`src/rtl/adc_rd_pkg.sv`:
```
package adc_rd_pkg;
  localparam int unsigned NCH   = 6;
  localparam int unsigned NLANE = 3;

  typedef enum logic [2:0] {
    S_IDLE,
    S_LEAD,
    S_LO,
    S_HI,
    S_GAP
  } seq_st_t;
endpackage

```
`src/rtl/adc_rd_seq.sv`:
```
module adc_rd_seq
  import adc_rd_pkg::*;
#(
  parameter int unsigned HALF_DIV = 2,
  parameter int unsigned WORD     = 16
) (
  input  logic       clk,
  input  logic       rst_n,
  input  logic       busy,
  input  logic       hold,
  input  logic [1:0] lane_mode,
  input  logic [1:0] frame_mode,
  input  logic [1:0] res_bits,
  output logic       cs_n,
  output logic       sclk,
  output logic       cap,
  output logic       frame_end,
  output logic [1:0] lm_q,
  output logic [1:0] rb_q
);
  localparam int unsigned FRW = $clog2(NCH * WORD + 1);
  localparam int unsigned TW  = (HALF_DIV < 2) ? 1 : $clog2(HALF_DIV);

  seq_st_t        st;
  logic           busy_q, pend;
  logic [TW-1:0]  tmr;
  logic           tmr_done;
  logic [1:0]     fm_q;
  logic [FRW-1:0] bit_cnt, seg_cnt, total, seg_len;

  assign tmr_done = (tmr == TW'(HALF_DIV - 1));

  always_comb begin
    unique case (lm_q)
      2'd3:    total = FRW'(2 * WORD);
      2'd2:    total = FRW'(3 * WORD);
      default: total = FRW'(6 * WORD);
    endcase
    unique case (fm_q)
      2'd1:    seg_len = FRW'(2 * WORD);
      2'd2:    seg_len = FRW'(WORD);
      default: seg_len = total;
    endcase
  end

  always_ff @(posedge clk or negedge rst_n) begin
    if (!rst_n) begin
      st        <= S_IDLE;
      busy_q    <= 1'b0;
      pend      <= 1'b0;
      tmr       <= '0;
      cs_n      <= 1'b1;
      sclk      <= 1'b1;
      cap       <= 1'b0;
      frame_end <= 1'b0;
      lm_q      <= 2'd0;
      fm_q      <= 2'd0;
      rb_q      <= 2'd0;
      bit_cnt   <= '0;
      seg_cnt   <= '0;
    end else begin
      busy_q    <= busy;
      cap       <= 1'b0;
      frame_end <= 1'b0;
      tmr       <= tmr_done ? '0 : tmr + 1'b1;
      unique case (st)
        S_IDLE: begin
          tmr <= '0;
          if (pend && !hold) begin
            pend    <= 1'b0;
            lm_q    <= lane_mode;
            fm_q    <= frame_mode;
            rb_q    <= res_bits;
            cs_n    <= 1'b0;
            bit_cnt <= '0;
            seg_cnt <= '0;
            st      <= S_LEAD;
          end
        end
        S_LEAD: if (tmr_done) begin
          sclk    <= 1'b0;
          cap     <= 1'b1;
          bit_cnt <= bit_cnt + 1'b1;
          seg_cnt <= seg_cnt + 1'b1;
          st      <= S_LO;
        end
        S_LO: if (tmr_done) begin
          sclk <= 1'b1;
          st   <= S_HI;
        end
        S_HI: if (tmr_done) begin
          if (bit_cnt == total) begin
            cs_n      <= 1'b1;
            frame_end <= 1'b1;
            st        <= S_IDLE;
          end else if (seg_cnt == seg_len) begin
            cs_n    <= 1'b1;
            seg_cnt <= '0;
            st      <= S_GAP;
          end else begin
            sclk    <= 1'b0;
            cap     <= 1'b1;
            bit_cnt <= bit_cnt + 1'b1;
            seg_cnt <= seg_cnt + 1'b1;
            st      <= S_LO;
          end
        end
        S_GAP: if (tmr_done) begin
          cs_n <= 1'b0;
          st   <= S_LEAD;
        end
        default: st <= S_IDLE;
      endcase
      if (busy_q && !busy) pend <= 1'b1;
    end
  end


  sclk_in_window_chk: assert property (@(posedge clk) disable iff (!rst_n)
    !sclk |-> !cs_n);


  bit_bound_chk: assert property (@(posedge clk) disable iff (!rst_n)
    bit_cnt <= total);


  no_start_unrequested_chk: assert property (@(posedge clk) disable iff (!rst_n)
    (st == S_IDLE) && !pend |=> cs_n);
endmodule

```
`src/rtl/adc_rd_lane.sv`:
```
module adc_rd_lane #(
  parameter int unsigned DEPTH = 96
) (
  input  logic             clk,
  input  logic             rst_n,
  input  logic             cap,
  input  logic             din,
  output logic [DEPTH-1:0] sh
);
  always_ff @(posedge clk or negedge rst_n) begin
    if (!rst_n)   sh <= '0;
    else if (cap) sh <= {sh[DEPTH-2:0], din};
  end
endmodule

```
`src/rtl/adc_rd_map.sv`:
```
module adc_rd_map
  import adc_rd_pkg::*;
#(
  parameter int unsigned WORD = 16
) (
  input  logic [NLANE-1:0][NCH*WORD-1:0] sh,
  input  logic [1:0]                     lm,
  input  logic [1:0]                     rb,
  output logic [NCH*WORD-1:0]            vout
);
  localparam int unsigned DW = NCH * WORD;

  logic [WORD-1:0] ch [NCH];
  logic [WORD-1:0] keep;

  function automatic logic [WORD-1:0] pick(input logic [DW-1:0] v,
                                           input int n, input int j);
    return v[(n - 1 - j) * WORD +: WORD];
  endfunction

  always_comb begin
    unique case (lm)
      2'd3: begin
        ch[0] = pick(sh[0], 2, 0);
        ch[1] = pick(sh[0], 2, 1);
        ch[2] = pick(sh[1], 2, 0);
        ch[3] = pick(sh[1], 2, 1);
        ch[4] = pick(sh[2], 2, 0);
        ch[5] = pick(sh[2], 2, 1);
      end
      2'd2: begin
        ch[0] = pick(sh[0], 3, 0);
        ch[1] = pick(sh[0], 3, 1);
        ch[4] = pick(sh[0], 3, 2);
        ch[2] = pick(sh[1], 3, 0);
        ch[3] = pick(sh[1], 3, 1);
        ch[5] = pick(sh[1], 3, 2);
      end
      default: begin
        for (int k = 0; k < NCH; k++) ch[k] = pick(sh[0], NCH, k);
      end
    endcase
    unique case (rb)
      2'd0:    keep = {WORD{1'b1}};
      2'd1:    keep = {WORD{1'b1}} >> 2;
      default: keep = {WORD{1'b1}} >> 4;
    endcase
  end

  for (genvar k = 0; k < NCH; k++) begin : g_pack
    assign vout[k*WORD +: WORD] = ch[k] & keep;
  end
endmodule

```
`src/rtl/adc_rd_ctrl.sv`:
```
module adc_rd_ctrl
  import adc_rd_pkg::*;
#(
  parameter int unsigned HALF_DIV = 2,
  parameter int unsigned WORD     = 16
) (
  input  logic                 clk,
  input  logic                 rst_n,
  input  logic                 busy,
  input  logic [1:0]           lane_mode,
  input  logic [1:0]           frame_mode,
  input  logic [1:0]           res_bits,
  output logic                 adc_cs_n,
  output logic                 adc_sclk,
  input  logic [NLANE-1:0]     adc_sdata,
  output logic                 res_valid,
  input  logic                 res_ready,
  output logic [NCH*WORD-1:0]  res_data
);
  localparam int unsigned DW = NCH * WORD;

  logic                     cap, frame_end;
  logic [1:0]               lm_q, rb_q;
  logic [NLANE-1:0][DW-1:0] lane_sh;
  logic [DW-1:0]            mapped;

  adc_rd_seq #(.HALF_DIV(HALF_DIV), .WORD(WORD)) u_seq (
    .clk        (clk),
    .rst_n      (rst_n),
    .busy       (busy),
    .hold       (res_valid | frame_end),
    .lane_mode  (lane_mode),
    .frame_mode (frame_mode),
    .res_bits   (res_bits),
    .cs_n       (adc_cs_n),
    .sclk       (adc_sclk),
    .cap        (cap),
    .frame_end  (frame_end),
    .lm_q       (lm_q),
    .rb_q       (rb_q)
  );

  for (genvar l = 0; l < NLANE; l++) begin : g_lane
    adc_rd_lane #(.DEPTH(DW)) u_lane (
      .clk   (clk),
      .rst_n (rst_n),
      .cap   (cap),
      .din   (adc_sdata[l]),
      .sh    (lane_sh[l])
    );
  end

  adc_rd_map #(.WORD(WORD)) u_map (
    .sh   (lane_sh),
    .lm   (lm_q),
    .rb   (rb_q),
    .vout (mapped)
  );

  always_ff @(posedge clk or negedge rst_n) begin
    if (!rst_n) begin
      res_valid <= 1'b0;
      res_data  <= '0;
    end else if (frame_end) begin
      res_valid <= 1'b1;
      res_data  <= mapped;
    end else if (res_ready) begin
      res_valid <= 1'b0;
    end
  end


  result_hold_chk: assert property (@(posedge clk) disable iff (!rst_n)
    res_valid && !res_ready |=> res_valid && $stable(res_data));


  no_frame_while_full_chk: assert property (@(posedge clk) disable iff (!rst_n)
    res_valid |-> adc_cs_n && adc_sclk);
endmodule

```
`config.mk`:
```
export PLATFORM = sky130hd
export DESIGN_NAME = adc_rd_ctrl
export DESIGN_NICKNAME = d
export VERILOG_FILES = /design/src/rtl/adc_rd_pkg.sv /design/src/rtl/adc_rd_seq.sv /design/src/rtl/adc_rd_lane.sv /design/src/rtl/adc_rd_map.sv /design/src/rtl/adc_rd_ctrl.sv
export SDC_FILE = /design/constraint.sdc
export NUM_CORES = 1
export LEC_CHECK = 0
export BUFFER_PORTS_ARGS = -buffer_cell sky130_fd_sc_hd__clkbuf_2
export CAP_MARGIN = 5
export CORE_MARGIN = 2
export CORE_UTILIZATION = 35
export DETAILED_ROUTE_END_ITERATION = 8
export HOLD_SLACK_MARGIN = 0.12
export SLEW_MARGIN = 10
export SYNTH_ARGS = -nofsm -noshare
export SYNTH_HDL_FRONTEND = slang
export SYNTH_SLANG_ARGS = --single-unit
```
`constraint.sdc`:
```
create_clock -name clk -period 3.1 [get_ports clk]
set_input_delay 0.62 -clock clk [delete_from_list [all_inputs] [get_ports clk]]
set_output_delay 0.62 -clock clk [all_outputs]
set_load 0.01 [all_outputs]
```
==> flow_metrics.env <==
export IMPL_clock_path_buffers=3
export IMPL_power_sequential_fraction=0.474
export IMPL_floorplan_initialDensity=0.356
export IMPL_postSynth_asyncResetShare=1.00
export IMPL_routedWlPerCell_um=17.7
export IMPL_setup_repair_after_global_routing_missed_its_margin="no"
export IMPL_drt_iter0_drc=421
export IMPL_critical_path_slowest_cell="dfrtp_1"
export IMPL_synth_seq_area_share=0.562
export IMPL_via_count=8461
export IMPL_p_int_mw=6.58
export IMPL_drive_above_1_share=0.368
export IMPL_multi_input_comb_area_um2=5490
export IMPL_die_height_um=200
export IMPL_synth_warnings=0
export IMPL_worst_setup_path_startpoint="u_seq.fm_q[0]"
export IMPL_grt_pass1_vias=8590
export IMPL_hpwl_after_dpl_um=20400
export IMPL_cts_sinks=303
export IMPL_floorplan_io_pins=112
export IMPL_setup_worst_path_class="flip-flop to flip-flop"
export IMPL_timing_critical_path_to_type="flip-flop"
export IMPL_synthTopCellsByCount="dfrtp_1, mux2_2, mux2i_1, nor2_1, a21oi_1"
export IMPL_p_sw_frac=0.224
export IMPL_max_slew_worst_pin_slew_ns=0.872
export IMPL_power_density_nw_per_um2=537
export IMPL_mappedNetlistArea_um2=13500
export IMPL_detailed_place_area_um2=14600
export IMPL_finalCoreUtilization=0.417
export IMPL_static_leakage_power_nw=7.78
export IMPL_timing_critical_path_slowest_cell_delay_ns=0.34
export IMPL_total_length_of_routed_wires_um=30400
export IMPL_avgViaCountPerCell=4.94
export IMPL_dr_pass1_iters=4
export IMPL_fin_worst_hold_slack_ns=0.248
export IMPL_critical_path_startpoint_type="flip-flop"
export IMPL_crit_chain="inv_1 -> ha_1 -> and3b_1 -> or3_1 -> a211oi_2 -> nand2b_1 -> a21o_1 -> inv_2 -> a21o_1 -> a22o_1"
export IMPL_r2r_start="u_seq.fm_q[0]"
export IMPL_setup_viol=0
export IMPL_path_max_fanout=8
export IMPL_yosys_most_used_dff="dfrtp_1"
export IMPL_vdd_ir_drop_worst_v=0.000330
export IMPL_clkLatencyLatePin_ns=0.53
export IMPL_io_buffer_count=111
export IMPL_dieWidth_um=200
export IMPL_worst_slack_ns=0.604
export IMPL_timing_clock_skew_ns=0.0285
export IMPL_combinationalPowerShare=0.040
export IMPL_nNetsFinal=1197
export IMPL_cell_with_the_most_instances_after_synthesis="dfrtp_1"
export IMPL_cts_tree="yes"
export IMPL_die_area_um2=40100
export IMPL_final_area_um2=15800
export IMPL_timing_hold_violations_final=0
export IMPL_cts_buffers=35
export IMPL_crit_top_cell="a21o_1"
export IMPL_layout_worst_path_cycle_share=0.805
export IMPL_maxCapViolCount=0
export IMPL_max_clock_freq_ghz=0.401
export IMPL_cp_top_family="compound AO/OA/AOI/OAI gates"
export IMPL_syn_nets=1104
export IMPL_grtUsageTotal=0.152
export IMPL_ff_latch_area_um2=7600
export IMPL_post_cts_resize_count=0
export IMPL_core_region_area_um2=37800
export IMPL_areaGrowthSynthToFinish_pct=17.1
export IMPL_p_sw_mw=1.90
export IMPL_totalNegativeSetupSlack_ns=0
export IMPL_synth_edff_count=0
export IMPL_htree_levels=2
export IMPL_yosysTopAreaCellShare=0.558
export IMPL_count_of_buffering_cells_on_the_critical_path_with_inverters_included=2
export IMPL_grt_start_max_net_pins=98
export IMPL_power_frac_clock=0.485
export IMPL_cts_root_buf="clkbuf_16"
export IMPL_syn_mean_instance_area_um2=12.4
export IMPL_placement_rows=71
export IMPL_largest_cells_by_area_after_synthesis="dfrtp_1, mux2_2, mux2i_1"
export IMPL_maxSlewHeadroom=0.419
export IMPL_antenna_violations_before_repair=0
export IMPL_grt_first_pass_wirelength_um=49400
export IMPL_synth_cells=1086
export IMPL_drt_antenna_violating_nets=0
export IMPL_drcViolationCount=0
export IMPL_timing_final_crit_period_ns=2.50
export IMPL_final_max_slew_violation_count=0
export IMPL_path_clk_slew_ns=0.06
export IMPL_hold_path_startpoint="busy"
export IMPL_yosys_register_bits=303
export IMPL_final_fill_count=3608
export IMPL_routabilityCongestion=0.784
export IMPL_dp_worst_setup_slack_ns=0.608
export IMPL_worst_endpoint_arrival_ns=2.89
export IMPL_status="finished clean"
export IMPL_synth_lib_cells_used_distinct=40
export IMPL_grt_overflow_total=0
export IMPL_netlist_top_cell_by_area="dfrtp_1"
export IMPL_hp_class="input pin to flip-flop"
export IMPL_critPathRequiredTime_ns=3.50
[power by group through the flow]
stage / logic, mW / registers (mW) / clock network (mW)
after floorplan: 0.194 / 4.07 / 0
after global placement: 0.347 / 4.09 / 0
after detailed placement: 0.351 / 4.09 / 0
after CTS: 0.352 / 4.02 / 4.22
after global routing: 0.389 / 4.02 / 4.41
final: 0.344 / 4.02 / 4.12
[final cells by class]
type | instances | share of cell area
Multi-Input combinational cell | 675 | 0.348
Sequential cell | 303 | 0.481
Antenna cell | 1 | 0.000158
Clock buffer | 53 | 0.0655
Clock inverter | 7 | 0.00697
Timing Repair Buffer | 128 | 0.0496
Inverter | 36 | 0.00855
Tap cell | 511 | 0.0405
[worst register-to-register path: stages, from the launching register on]
cell,delay (ns)
dfrtp_1,0.34
inv_1,0.05
ha_1,0.31
and3b_1,0.19
or3_1,0.32
a211oi_2,0.33
nand2b_1,0.24
a21o_1,0.18
inv_2,0.09
a21o_1,0.16
a22o_1,0.17
[through the flow]
step           cells  power (mW)
4_1_cts         1713        8.60
6_report        1714        8.48
3_5_place_dp    1652        4.45
3_3_place_gp    1652        4.44
5_1_grt         1713        8.82
2_1_floorplan   1086        4.27
[placed cells by master, fill, tap and decap left out, drive strengths merged, types with 2 or more instances in the layout]
cell / synthesis / layout
buf: 9 / 17
a22o: 3 / 3
o21ai: 36 / 36
o22ai: 25 / 25
a211oi: 2 / 2
nor4: 2 / 2
mux2i: 97 / 97
nand3: 3 / 3
xnor2: 8 / 8
dfstp: 2 / 2
a32o: 2 / 2
nor3: 3 / 3
and3: 3 / 3
mux2: 254 / 254
nand2: 37 / 37
a31oi: 2 / 2
nor3b: 2 / 2
clkbuf: 63 / 163
a22oi: 2 / 2
a21o: 4 / 4
clkinv: 0 / 2
ha: 5 / 5
a21oi: 79 / 79
nor2: 89 / 89
nand4: 3 / 3
nor2b: 3 / 3
inv: 36 / 39
nand2b: 4 / 4
bufinv: 0 / 2
dfrtp: 301 / 301
[worst paths after layout]
check | endpoint | slack (ns) | cells after the start
hold reg to reg | u_seq.pend | 0.48 | 2
setup reg to reg | u_seq.bit_cnt[5] | 0.60 | 10
min in group asynchronous | res_data[60] | 0.60 | 2
max in group asynchronous | u_seq.cap | 1.61 | 3
hold / removal | u_seq.busy_q | 0.25 | 1
setup / recovery | u_seq.bit_cnt[5] | 0.60 | 10
[metal layers]
layer  global-route usage  up-vias  wire length [µm]
met3               0.0345       41              1380
met2                0.224      150             13200
li1                     -     4022                 -
met1                0.226     4248             15300
met4               0.0386        0               535
met5                    0        -                 0
[cells by family (layout without fill, tap and decap cells)]
group / count (synthesis) / after routing / share of synthesized area
compound gates: 157 / 157 / 0.0648
fa+ha+maj: 5 / 5 / 0.00464
flops: 303 / 303 / 0.562
simple gates: 153 / 153 / 0.0478
xor+xnor: 9 / 9 / 0.00584
mux: 351 / 351 / 0.284
other cells: 0 / 1 / 0
buf+inv: 108 / 224 / 0.0306
[flip-flops by register name, indices dropped and copies added (netlist names)]
signal            flops
u_seq.frame_end       1
u_seq.cap             1
u_seq.sclk            1
u_seq.seg_cnt         7
u_seq.bit_cnt         7
u_seq.busy_q          1
res_data             96
res_valid             1
g_lane.u_lane.sh    176
u_seq.cs_n            1
u_seq.st              3
u_seq.pend            1
u_seq.tmr             1
u_seq.fm_q            2
u_seq.rb_q            2
u_seq.lm_q            2
[what timing repair did]
item	4_1_cts	5_1_grt
endpoints found under the setup margin	0	0
buffers inserted	0	0
endpoints found under the hold margin	46	0
hold buffers	1	0
(Power assumes the default switching activity.)
